File: src/rtl/rtc_pkg.sv
package rtc_pkg;
  localparam int BYTE_W = 8;
  localparam int ADDR_W = 3;
  localparam int BIN_W  = 7;

  localparam logic [ADDR_W-1:0] A_CTRL  = 3'd0;
  localparam logic [ADDR_W-1:0] A_HUND  = 3'd1;
  localparam logic [ADDR_W-1:0] A_SEC   = 3'd2;
  localparam logic [ADDR_W-1:0] A_MIN   = 3'd3;
  localparam logic [ADDR_W-1:0] A_HOUR  = 3'd4;
  localparam logic [ADDR_W-1:0] A_YDATE = 3'd5;
  localparam logic [ADDR_W-1:0] A_WMON  = 3'd6;
  localparam logic [ADDR_W-1:0] A_SPARE = 3'd7;

  localparam int CTL_HALT = 7;
  localparam int CTL_BASE = 0;

  function automatic logic [BIN_W-1:0] bcd2bin(input logic [BYTE_W-1:0] b);
    return {3'd0, b[7:4]} * 7'd10 + {3'd0, b[3:0]};
  endfunction

  function automatic logic [BYTE_W-1:0] bin2bcd(input logic [BIN_W-1:0] v);
    logic [BIN_W-1:0] tens, ones;
    tens = v / 7'd10;
    ones = v - tens * 7'd10;
    return {tens[3:0], ones[3:0]};
  endfunction

  function automatic logic [BIN_W-1:0] month_days(input logic [4:0] mon_bcd,
                                                  input logic [1:0] yr);
    case (mon_bcd)
      5'h02:                      return (yr == 2'd0) ? 7'd29 : 7'd28;
      5'h04, 5'h06, 5'h09, 5'h11: return 7'd30;
      default:                    return 7'd31;
    endcase
  endfunction
endpackage

File: src/rtl/rtc_tick_gen.sv
module rtc_tick_gen
  import rtc_pkg::*;
#(
  parameter int OSC_HZ     = 32768,
  parameter int RATE_HZ    = 100,
  parameter int MAINS_STEP = 2
) (
  input  logic       clk,
  input  logic       rst,
  input  logic       run,
  input  logic       use_mains,
  input  logic       osc_tick,
  input  logic       mains_tick,
  input  logic       clr,
  output logic       adv,
  output logic [1:0] step
);
  localparam int ACC_W = $clog2(OSC_HZ) + 2;
  localparam logic [ACC_W-1:0] ACC_MOD = ACC_W'(OSC_HZ);
  localparam logic [ACC_W-1:0] ACC_INC = ACC_W'(RATE_HZ);

  logic [ACC_W-1:0] acc_q;
  logic [ACC_W-1:0] acc_sum;

  assign acc_sum = acc_q + ACC_INC;

  always_ff @(posedge clk) begin
    if (rst || clr) begin
      acc_q <= '0;
      adv   <= 1'b0;
      step  <= 2'd1;
    end else begin
      adv <= 1'b0;
      if (run) begin
        if (use_mains) begin
          if (mains_tick) begin
            adv  <= 1'b1;
            step <= 2'(MAINS_STEP);
          end
        end else if (osc_tick) begin
          if (acc_sum >= ACC_MOD) begin
            acc_q <= acc_sum - ACC_MOD;
            adv   <= 1'b1;
            step  <= 2'd1;
          end else begin
            acc_q <= acc_sum;
          end
        end
      end
    end
  end
endmodule

File: src/rtl/rtc_time_chain.sv
module rtc_time_chain
  import rtc_pkg::*;
(
  input  logic              clk,
  input  logic              rst,
  input  logic              advance,
  input  logic [1:0]        step,
  input  logic              wr_en,
  input  logic [ADDR_W-1:0] wr_addr,
  input  logic [BYTE_W-1:0] wdata,
  output logic [BYTE_W-1:0] hund_q,
  output logic [BYTE_W-1:0] sec_q,
  output logic [BYTE_W-1:0] min_q,
  output logic [BYTE_W-1:0] hour_q,
  output logic [BYTE_W-1:0] ydate_q,
  output logic [BYTE_W-1:0] wmon_q
);
  logic [BIN_W-1:0]  h_sum, s_b, m_b, hr_b, dt_b, mo_b, dim;
  logic              c_h, c_s, c_m, c_d, c_mo;
  logic [BYTE_W-1:0] h_nxt, s_nxt, m_nxt, hr_nxt, yd_nxt, wm_nxt, tmp;
  logic [2:0]        wd_nxt;
  logic [4:0]        mo_nxt;
  logic [5:0]        dt_nxt;
  logic [1:0]        yr_nxt;

  always_comb begin
    h_sum = bcd2bin(hund_q) + {5'd0, step};
    c_h   = (h_sum >= 7'd100);
    h_nxt = bin2bcd(c_h ? h_sum - 7'd100 : h_sum);

    s_b   = bcd2bin(sec_q);
    c_s   = c_h && (s_b >= 7'd59);
    s_nxt = !c_h ? sec_q : (c_s ? 8'h00 : bin2bcd(s_b + 7'd1));

    m_b   = bcd2bin(min_q);
    c_m   = c_s && (m_b >= 7'd59);
    m_nxt = !c_s ? min_q : (c_m ? 8'h00 : bin2bcd(m_b + 7'd1));

    hr_b   = bcd2bin({2'b00, hour_q[5:0]});
    tmp    = bin2bcd(hr_b + 7'd1);
    c_d    = 1'b0;
    hr_nxt = hour_q;
    if (c_m) begin
      if (hour_q[7]) begin
        if (hr_b == 7'd11) begin
          hr_nxt = {1'b1, ~hour_q[6], 6'h12};
          c_d    = hour_q[6];
        end else if (hr_b >= 7'd12) begin
          hr_nxt = {1'b1, hour_q[6], 6'h01};
        end else begin
          hr_nxt = {1'b1, hour_q[6], tmp[5:0]};
        end
      end else if (hr_b >= 7'd23) begin
        hr_nxt = 8'h00;
        c_d    = 1'b1;
      end else begin
        hr_nxt = {2'b00, tmp[5:0]};
      end
    end

    dt_b   = bcd2bin({2'b00, ydate_q[5:0]});
    dim    = month_days(wmon_q[4:0], ydate_q[7:6]);
    c_mo   = c_d && (dt_b >= dim);
    tmp    = bin2bcd(dt_b + 7'd1);
    dt_nxt = !c_d ? ydate_q[5:0] : (c_mo ? 6'h01 : tmp[5:0]);
    wd_nxt = !c_d ? wmon_q[7:5] : ((wmon_q[7:5] >= 3'd6) ? 3'd0 : wmon_q[7:5] + 3'd1);

    mo_b   = bcd2bin({3'b000, wmon_q[4:0]});
    tmp    = bin2bcd(mo_b + 7'd1);
    yr_nxt = ydate_q[7:6];
    mo_nxt = wmon_q[4:0];
    if (c_mo) begin
      if (mo_b >= 7'd12) begin
        mo_nxt = 5'h01;
        yr_nxt = ydate_q[7:6] + 2'd1;
      end else begin
        mo_nxt = tmp[4:0];
      end
    end
    yd_nxt = {yr_nxt, dt_nxt};
    wm_nxt = {wd_nxt, mo_nxt};
  end

  always_ff @(posedge clk) begin
    if (rst) begin
      hund_q  <= 8'h00;
      sec_q   <= 8'h00;
      min_q   <= 8'h00;
      hour_q  <= 8'h00;
      ydate_q <= 8'h01;
      wmon_q  <= 8'h01;
    end else if (wr_en) begin
      case (wr_addr)
        A_HUND:  hund_q  <= wdata;
        A_SEC:   sec_q   <= wdata;
        A_MIN:   min_q   <= wdata;
        A_HOUR:  hour_q  <= wdata;
        A_YDATE: ydate_q <= wdata;
        A_WMON:  wmon_q  <= wdata;
        default: ;
      endcase
    end else if (advance) begin
      hund_q  <= h_nxt;
      sec_q   <= s_nxt;
      min_q   <= m_nxt;
      hour_q  <= hr_nxt;
      ydate_q <= yd_nxt;
      wmon_q  <= wm_nxt;
    end
  end
endmodule

File: src/rtl/rtc_calendar_core.sv
module rtc_calendar_core
  import rtc_pkg::*;
#(
  parameter int OSC_HZ     = 32768,
  parameter int RATE_HZ    = 100,
  parameter int MAINS_STEP = 2
) (
  input  logic              clk,
  input  logic              rst,
  input  logic              osc_tick,
  input  logic              mains_tick,
  input  logic              wr_en,
  input  logic [ADDR_W-1:0] addr,
  input  logic [BYTE_W-1:0] wdata,
  output logic [BYTE_W-1:0] rdata
);
  logic [BYTE_W-1:0] ctrl_q, spare_q;
  logic [BYTE_W-1:0] hund_q, sec_q, min_q, hour_q, ydate_q, wmon_q;
  logic              time_wr, adv, halt, chain_wr;
  logic [1:0]        step;

  assign halt     = ctrl_q[CTL_HALT];
  assign time_wr  = wr_en && (addr inside {A_HUND, A_SEC, A_MIN, A_HOUR, A_YDATE, A_WMON});
  assign chain_wr = time_wr;

  rtc_tick_gen #(
    .OSC_HZ(OSC_HZ), .RATE_HZ(RATE_HZ), .MAINS_STEP(MAINS_STEP)
  ) u_tick (
    .clk(clk), .rst(rst), .run(!halt), .use_mains(ctrl_q[CTL_BASE]),
    .osc_tick(osc_tick), .mains_tick(mains_tick), .clr(time_wr),
    .adv(adv), .step(step)
  );

  rtc_time_chain u_chain (
    .clk(clk), .rst(rst), .advance(adv && !halt), .step(step),
    .wr_en(chain_wr), .wr_addr(addr), .wdata(wdata),
    .hund_q(hund_q), .sec_q(sec_q), .min_q(min_q), .hour_q(hour_q),
    .ydate_q(ydate_q), .wmon_q(wmon_q)
  );

  always_ff @(posedge clk) begin
    if (rst) begin
      ctrl_q  <= '0;
      spare_q <= '0;
    end else if (wr_en) begin
      if (addr == A_CTRL)  ctrl_q  <= wdata;
      if (addr == A_SPARE) spare_q <= wdata;
    end
  end

  always_ff @(posedge clk) begin
    if (rst) begin
      rdata <= '0;
    end else begin
      case (addr)
        A_CTRL:  rdata <= ctrl_q;
        A_HUND:  rdata <= hund_q;
        A_SEC:   rdata <= sec_q;
        A_MIN:   rdata <= min_q;
        A_HOUR:  rdata <= hour_q;
        A_YDATE: rdata <= ydate_q;
        A_WMON:  rdata <= wmon_q;
        default: rdata <= spare_q;
      endcase
    end
  end
endmodule

File: config.mk
export PLATFORM = sky130hd
export DESIGN_NAME = rtc_calendar_core
export DESIGN_NICKNAME = d
export VERILOG_FILES = /design/src/rtl/rtc_pkg.sv /design/src/rtl/rtc_tick_gen.sv /design/src/rtl/rtc_time_chain.sv /design/src/rtl/rtc_calendar_core.sv
export SDC_FILE = /design/constraint.sdc
export NUM_CORES = 1
export LEC_CHECK = 0
export BUFFER_PORTS_ARGS = -buffer_cell sky130_fd_sc_hd__buf_2
export CAP_MARGIN = 30
export CORE_MARGIN = 1
export CORE_UTILIZATION = 43
export CTS_BUF_LIST = sky130_fd_sc_hd__clkbuf_16
export DETAILED_ROUTE_END_ITERATION = 8
export GPL_TIMING_DRIVEN = 0
export SYNTH_ARGS = -nofsm -noshare
export SYNTH_HDL_FRONTEND = slang
export SYNTH_SLANG_ARGS = --single-unit
File: constraint.sdc
create_clock -name clk -period 5.6 [get_ports clk]
set_input_delay 0.56 -clock clk [delete_from_list [all_inputs] [get_ports clk]]
set_output_delay 0.56 -clock clk [all_outputs]
set_load 0.05 [all_outputs]
Yosys cells after proc, flatten, opt, wreduce, memory -nomap -nowiden
Index checks and enable logic that the tools add are counted.
- bits in registers: 92
- latch bits: 0
- memory bits (writable): 0
- bits in read-only memories: 0
- input port bits: 16
- output and inout port bits: 8
- word-level logic and storage cells: 175
- memories kept: 0
- add/sub/neg operators: 23
- multipliers: 12
- divide/modulo/power cells: 6
- order comparisons: 9
- equal/unequal tests: 21
- shift-type cells: 0
- muxes and demuxes: 52
- bitwise operators: 3
- reduce and logical (&&, ||, !) cells: 34
- operator list (operator ; number):
    8-bit two-way mux ; 25
    8-bit one-hot mux with 7 select lines ; 1
    7-bit by 4-bit divider with 7-bit output (second input constant) ; 6
    7-bit by 3-bit multiplier with 3-bit output (second input constant) ; 6
    7-bit by 1-bit adder with 7-bit output (second input constant) ; 4
    6-bit two-way mux ; 4
    4-bit subtractor ; 6
    7-bit by 4-bit adder with 7-bit output ; 3
    3-bit AND reduction ; 7
    4-bit by 3-bit multiplier with 6-bit output (second input constant) ; 3
    2-bit nonzero test ; 9
    17-bit by 7-bit adder with 17-bit output (second input constant) ; 1
    17-bit by 16-bit >= comparator with 1-bit output (second input constant) ; 1
    17-bit two-way mux ; 1
    17-bit by 16-bit subtractor with 17-bit output (second input constant) ; 1
    6-bit by 4-bit adder with 7-bit output ; 2
    7-bit by 4-bit >= comparator with 1-bit output (second input constant) ; 2
    7-bit by 6-bit >= comparator with 1-bit output (second input constant) ; 2
    2-bit != test (second input constant) ; 7
    7-bit one-hot mux with 2 select lines ; 1
    3-bit == test (second input constant) ; 4
    2-bit two-way mux ; 6
    4-bit AND reduction ; 3
    5-bit by 3-bit == test with 1-bit output (second input constant) ; 2
    33 further kinds ; 53

Longest topological paths before layout
Gate-level depths: netlist (run 1).
- word-level depth: 12
- mapped depth: 26
- mapped depth without buffers: 25

By module
Synthesis (run 1) repeated with hierarchy kept, for this count alone.
- cells, all modules: 1112
- area total of the unflattened synthesis: 8712.1 µm²
- modules (own cells, without submodules) (module ; instances ; cells an instance ; area each (µm²) ; seq. area each (µm²)):
    rtc_time_chain ; 1 ; 808 ; 6170.9 ; 960.9
    rtc_calendar_core ; 1 ; 170 ; 1427.6 ; 480.5
    rtc_tick_gen ; 1 ; 134 ; 1113.6 ; 360.3

Least setup slack after synthesis (run 1)
Ideal clock, no wire load.
- path type: register to register
- start point: register u_chain.min_q[7]
- end point: register u_chain.min_q[3]
- setup time: 0.073 ns
- arrival time: 5.620 ns
- data required time: 5.527 ns
- setup slack: -0.094 ns
- cell stages (with the launch flop): 26
- buffers on the path: 2
- period minus slack after synthesis: 5.694 ns
- path through: dfxtp_1 -> ha_1 -> ha_1 -> fa_1 -> clkbuf_1 -> o21ai_1 -> and2_4 -> buf_6 -> o41ai_2 -> xnor2_1 -> o32a_1 -> a21oi_1 -> nor2_1 -> ha_1 -> nor3b_1 -> o21ai_0 -> o21a_1 -> a311o_1 -> o211a_2 -> or2_1 -> ha_1 -> inv_1 -> fa_1 -> xor2_1 -> or4b_1 -> o211ai_2
- longest elaborated chain between the ends: 10
- elaborated cells on any way between the ends: 12
- those cells by class: add/sub: 3; mul: 2; div: 1; order compare: 1; mux: 4; reduce/logical: 1
- ends and longest elaborated chain (item ; line ; text):
    from (decl) ; rtc_time_chain.sv:13 ; output logic [BYTE_W-1:0] min_q,
    from (signal assigned) ; rtc_time_chain.sv:96 ; A_MIN: min_q <= wdata;
    from (signal assigned) ; rtc_time_chain.sv:105 ; min_q <= m_nxt;
    4-bit by 3-bit multiplier with 6-bit output * ; rtc_pkg.sv:19 ; return {3'd0, b[7:4]} * 7'd10 + {3'd0, b[3:0]};
    7-bit by 4-bit adder with 7-bit output * ; rtc_pkg.sv:19 ;
    7-bit by 1-bit adder with 7-bit output ; rtc_time_chain.sv:37 ; m_nxt = !c_s ? min_q : (c_m ? 8'h00 : bin2bcd(m_b + 7'd1));
    7-bit by 4-bit divider with 7-bit output ; rtc_pkg.sv:24 ; tens = v / 7'd10;
    7-bit by 3-bit multiplier with 3-bit output ; rtc_pkg.sv:25 ; ones = v - tens * 7'd10;
    4-bit subtractor ; rtc_pkg.sv:25 ;
    8-bit two-way mux * (2 in a row) ; rtc_time_chain.sv:37 ;
    8-bit two-way mux * ; rtc_time_chain.sv:102 ; end else if (advance) begin
    8-bit two-way mux * ; rtc_time_chain.sv:92 ; end else if (wr_en) begin
Every way passes the cells marked *; elsewhere a longest branch is shown, timed or not. The select of a mux whose other input is x is not followed.
A chain may end at the register's enable or synchronous reset.

Final worst setup path (run 1)
- start point: register u_chain.min_q[5]
- end point: register u_chain.min_q[3]
Same word-level chain as after synthesis.

==> flow_summary.ini, run 1 <==
[synthesis]
muxShareOfSynthArea_pct = 3.79
synth.cell_area_um2 = 8800
synth_edf_count = 0
synthAdderAreaFrac_pct = 13.0
async_reset_ff_share_pct = 0
ys_top_cells_by_area = dfxtp_1 20%, ha_1 9.5%, nand2_1 6.1%, nor2_1 5.3%, a21oi_1 5.2%
yosysWarnings = 0
synth_nets = 1249
syn_avg_cell_area_um2 = 7.65
synth_seq_cells = 90
synth-compound-area-share_pct = 27.5
synth_cell_types = 91
synthCells = 1151
synth.largest_area_cell = dfxtp_1
synth_top_family_by_area = compound AO/OA/AOI/OAI gates
synthSimpleGateAreaFrac_pct = 22.3
ys.flop_type = dfxtp_1
synth_top_area_share_pct = 20.5
synth_xor_area_share_pct = 8.30
seq_area_frac_synth_pct = 20.5

[cells_and_area]
fin_cells = 1495
multi_input_area_um2 = 7050
postLayoutCoreUtil_pct = 52.3
final_common_cell = nand2_1
seqCellArea_um2 = 1820
fillCellCount = 1954
drive_gt1_share_pct = 14.8
layout_common_cells = 142 x nand2_1, 122 x nor2_1, 88 x a21oi_1
fin_nets = 1322
area_delta_synth_final_pct = 17.4

[setup_path]
crit_arrival_ns = 5.84
slowest_stage = or4b_1
cp_slowest_stage_delay_ns = 0.50
critPathBufInv = 4
required_ns = 5.88
cp-start-kind = flip-flop
crit_top_cell = ha_4
crit_path_max_fanout = 10
critPathCaptureType = flip-flop
r2r_setup_slack_ns = 0.04
critical-path-top-delay-family = compound AO/OA/AOI/OAI gates
path_class = reg -> reg

[clock_network]
cts.sinks = 90
insertion_delay_ns = 0.36
ctsHoldBuffers = 0
cts-buffers-inserted = 9
clockBufferDepth = 2
cts.root.buffer_cell = clkbuf_16
cts_tree = built
path_clk_slew_ns = 0.07
htree_levels = 3

[floorplan]
start_util_pct = 44.5
ioPinCount = 24
rows = 51
die_h_um = 145
die_area_um2 = 21100
fp.dieW_um = 145
core_region_area_um2 = 19800

[place]
placed_cells = 1438
io_buffers = 22
dpl.hpwl_um = 19900
dp_worst_setup_slack_ns = -0.600
routabilityCongestion = 0.966

[drt]
via_per_inst = 6.03
ant_nets = 0
routed_wl_um = 27500
drtPass1Iterations = 6
m1WireLength_um = 12600
via_count = 9010
wl_met3_um = 1870
first_iter_violations = 811
drc = 0
wl_per_cell_um = 18.4
routed.top_layer = met4
met2_length_um = 12400

[power_and_ir_drop]
power_uw = 1800
p_leak_uw = 0.00408
pwr_density_cell_nw_per_um2 = 174
ir_drop_mv = 0.180

[grt]
gr-total-overflow = 0
grt_pass1_vias = 8102
grt_first_pass_wirelength_um = 43200
grtUsageTotal_pct = 25.5
grt_max_degree = 16
grt_antenna_before_repair = 1

[sta]
rsz0062_at_grt = true
final.setup.worst_slack_ns = 0.0437
relSlewSlack_pct = 40.5
finalClockSkew_ns = 0.0101
post-route-period-util_pct = 99.2
worst_slew_pin_slew_ns = 0.888
fmax_mhz = 180
finalHoldViolCount = 0
setup_viol_count_final = 0
period_minus_slack_ns = 5.56
finalMaxSlewViolations = 0

[run_status]
status = complete, no violations

[flow_run]
maxCapViolCount = 0

[min_path]
hp-class = reg -> reg
flip-flops by register name, indices dropped and copies added (netlist names):
signal / cells
u_chain.hour_q: 8
u_tick.acc_q: 15
u_chain.ydate_q: 8
u_tick.step: 2
rdata: 8
u_tick.adv: 1
spare_q: 8
u_chain.wmon_q: 8
u_chain.sec_q: 8
u_chain.hund_q: 8
ctrl_q: 8
u_chain.min_q: 8
what timing repair did:
item / CTS / global route
hold endpoints to repair: 0 / 0
buffers inserted: 20 / 25
resized for setup: 40 / 58
pin swaps: 13 / 45
setup endpoints to repair: 6 / 8
where the power goes:
group,internal [uW],switching (uW),total [uW]
clock,345,274,619
sequential,658,22.6,680
combinational,196,306,502
total,1200,602,1800
kinds of logic after synthesis:
group                      count (synthesis)
buffers and inverters                    102
adders and majority gates                 83
AOI/OAI and AO/OA                        351
xor gates and xnor gates                  73
and+or+nand+nor                          424
DFF                                       90
muxes                                     28
synth_stat cells (5+ instances only):
cell and instances:
and2_1 12, a21oi_1 92, nor2_1 124, fa_1 15, a211o_1 8, nand3_1 26
o22ai_1 10, a311oi_1 18, nand4_1 10, nor2b_1 7, and3_1 7, xor2_1 26
o31ai_1 7, inv_1 42, a31oi_1 18, clkbuf_1 49, o21ai_1 7, xnor2_1 39
mux2i_1 21, a21o_1 12, o211ai_1 15, o21a_1 10, a211oi_1 25, a221o_1 5
o21ai_0 52, or3_1 6, a2111oi_0 5, nor3_1 32, nand2b_1 21, ha_1 67
xnor3_1 5, dfxtp_1 90, o211a_1 5, nand2_1 142, nor4_1 8
worst paths after layout:
kind | startpoint | cells past startpoint | to
worst max-delay path | u_chain.min_q[5] | 25 | u_chain.min_q[3]
worst min-delay path | ctrl_q[5] | 2 | ctrl_q[5]
worst max register to register | u_chain.min_q[5] | 25 | u_chain.min_q[3]
worst min register to register | ctrl_q[5] | 2 | ctrl_q[5]
final cells by class:
type	instances	share of cell area [%]
clock inverters	7	0.666
plain buffers	53	2.18
multi-input cells	959	68.2
inverters	44	1.60
diodes	1	0.0242
flip-flops and latches	90	17.6
well taps	265	3.21
repair buffers	67	4.33
clock buffers	9	2.18
worst register-to-register path: stages (launching register included):
cell and delay [ns]:
dfxtp_4 0.36, ha_4 0.27, ha_4 0.12, fa_2 0.47, clkbuf_8 0.19, o211ai_1 0.14, nor3_2 0.10, buf_4 0.17
a2111oi_4 0.34, a311oi_2 0.11, o31a_1 0.30, a21oi_2 0.22, nor2_4 0.08, ha_4 0.25, nor3b_4 0.22, buf_4 0.16
nand3_2 0.06, a311o_1 0.43, o2bb2ai_4 0.16, or2_1 0.23, ha_2 0.18, inv_2 0.06, fa_2 0.22, xor2_2 0.08
or4b_1 0.50, o211ai_2 0.08
through the flow:
step	hold slack, ns	setup TNS [ns]	instance area (um^2)
after floorplan	0.433	0	8810
after global placement	0.442	-2.09	9250
after detailed placement	0.448	-2.42	9250
after CTS	0.456	-0.00371	9850
after global routing	0.475	-0.484	10300
final	0.457	0	10300
routing by layer:
layer / track usage, % / vias up
li1: - / 4363
met1: 36.2 / 4265
met2: 40.1 / 324
met3: 3.49 / 58
met4: 7.21 / 0
met5: 0 / -
Note: power is estimated with default switching activity, not from simulation.
==> inputs of run 2 (changes only) <==
BUFFER_PORTS_ARGS = -buffer_cell sky130_fd_sc_hd__buf_4   (was -buffer_cell sky130_fd_sc_hd__buf_2)
==> flow_summary.ini, run 2 (synthesis gave the netlist of run 1 again) <==
[run_status]
status = finished with violations
violations = negative setup slack

[power_and_ir_drop]
ir_drop_mv = 0.177
p_comb_share_pct = 28.2
clkPwrFrac_pct = 34.2
seqPwrFrac_pct = 37.6
power_uw = 1810
swShare_pct = 33.5
switchingPower_uw = 607
pwr_density_cell_nw_per_um2 = 173
p_leak_uw = 0.00411
p_int_uw = 1200

[cells_and_area]
fillCellCount = 1890
n_antenna_cell = 0
layout_common_cells = 141 x nand2_1, 122 x nor2_1, 87 x a21oi_1
area_delta_synth_final_pct = 18.8
final_common_cell = nand2_1
fin_nets = 1326
max_flop_register = u_tick.acc_q
postLayoutCoreUtil_pct = 52.9
drive_gt1_share_pct = 15.4
largest_reg_flops = 15

[grt]
grt_first_pass_wirelength_um = 43700
grt_pass1_vias = 8220
grtUsageTotal_pct = 25.7
grt_antenna_before_repair = 0
gr-total-overflow = 0
grt_max_degree = 16

[setup_path]
critPathBufInv = 2
crit_path_max_fanout = 4
crit_end = u_chain.min_q[3]
required_ns = 5.88
crit_top_cell = ha_4
slowest_stage = or4b_4
critical-path-top-delay-family = simple AND/OR/NAND/NOR gates
cp.depth = 23
cp-start-kind = flip-flop
cp_slowest_stage_delay_ns = 0.51
path_class = reg -> reg
reg2reg_from = u_chain.min_q[5]
critPathCaptureType = flip-flop
crit_start = u_chain.min_q[5]
r2r-end = u_chain.min_q[3]
r2r_cells = 23
path_cells = ha_4 > ha_4 > fa_2 > or3_4 > and2_4 > o41ai_4 > xnor2_1 > o32a_1 > a21oi_4 > nor2_4 > ha_4 > nor3b_4 > buf_4 > nand3_2 > a311o_1 > o2bb2ai_4 > or2_1 > ha_2 > inv_2 > fa_2 > xor2_2 > or4b_4 > o211ai_2
crit_arrival_ns = 5.99
r2r_setup_slack_ns = -0.10

[floorplan]
ioPinCount = 24
die_area_um2 = 21100
fp.dieW_um = 145
die_h_um = 145
start_util_pct = 44.5
rows = 51
core_region_area_um2 = 19800

[drt]
ant_nets = 0
via_count = 9145
routed_wl_um = 27900
first_iter_violations = 794
via_per_inst = 6.10
wl_per_cell_um = 18.6
drtPass1Iterations = 5
drc = 0

[clock_network]
cts.sinks = 90
htree_levels = 3
path_clk_slew_ns = 0.07
insertion_delay_ns = 0.36
cts_tree = built
cts.root.buffer_cell = clkbuf_16
cts-buffers-inserted = 9
ctsHoldBuffers = 0
clockBufferDepth = 2

[sta]
finalHoldViolCount = 0
timing.hold.ws_ns = 0.456
period_minus_slack_ns = 5.70
relSlewSlack_pct = 40.2
finalClockSkew_ns = 0.00716
setup_viol_count_final = 1
worst_slew_pin_slew_ns = 0.889
finalMaxSlewViolations = 0
post-route-period-util_pct = 102
fmax_mhz = 175
setup-tns-final_ns = -0.103
rsz0062_at_grt = true
final.setup.worst_slack_ns = -0.103

[place]
io_buffers = 22
routabilityCongestion = 0.970
dpl.hpwl_um = 19800

[flow_run]
maxCapViolCount = 0

[min_path]
hp-class = reg -> reg
[run 2: how the worst min path moves through the flow]
stage                    start          to  slack (ns)  depth (start not counted)
global route          wdata[1]  spare_q[1]        0.48                          3
CTS                 spare_q[7]  spare_q[7]        0.46                          2
detailed placement  spare_q[7]  spare_q[7]        0.45                          2
global placement     ctrl_q[5]   ctrl_q[5]        0.44                          2
finish              spare_q[7]  spare_q[7]        0.46                          2
floorplan           spare_q[2]  spare_q[2]        0.43                          2
[run 2: layout make-up]
type                    instances  area [um^2]  share of cell area [%]
flip-flops and latches         90         1820                    17.4
repair buffers                 71          541                    5.17
multi-input cells             959         7080                    67.7
clock inverters                 7         68.8                   0.658
plain buffers                  53          230                    2.20
well taps                     265          332                    3.17
clock buffers                   9          225                    2.15
inverters                      44          165                    1.58
[run 2: through the flow]
| stage | instance area, um^2 | instances | setup WS [ns] |
|---|---|---|---|
| 4_1_cts | 9990 | 1481 | -0.0518 |
| 5_1_grt | 10500 | 1498 | -0.253 |
| 2_1_floorplan | 8810 | 1151 | 0.0864 |
| 6_report | 10500 | 1498 | -0.103 |
| 3_5_place_dp | 9310 | 1438 | -0.592 |
| 3_3_place_gp | 9310 | 1438 | -0.537 |
[run 2: worst min-delay path, cell delays in order, from the launching register on]
cell,delay (ns)
dfxtp_1,0.31
nand2_1,0.05
a21oi_1,0.05
[run 2: power groups by stage]
stage / clock network [uW] / logic (uW) / registers [uW]
after floorplan: 0 / 306 / 697
after global placement: 0 / 428 / 696
after detailed placement: 0 / 428 / 696
after CTS: 623 / 457 / 680
after global routing: 652 / 559 / 683
final: 619 / 511 / 681
[run 2: routing by layer]
metal | global-route usage [%] | vias up | part of all wire, %
met5 | 0 | - | 0
met4 | 7.89 | 0 | 2.9
met3 | 3.65 | 64 | 7.3
met2 | 40.6 | 388 | 45
met1 | 36.1 | 4328 | 45
li1 | - | 4365 | -
[run 2: timing repair]
| action | in CTS | in global routing |
|---|---|---|
| gates cloned | 0 | 0 |
| setup buffers | 30 | 21 |
| pin swaps | 12 | 42 |
| endpoints found under the setup margin | 6 | 9 |
| gates resized for setup | 41 | 67 |
| endpoints found under the hold margin | 0 | 0 |
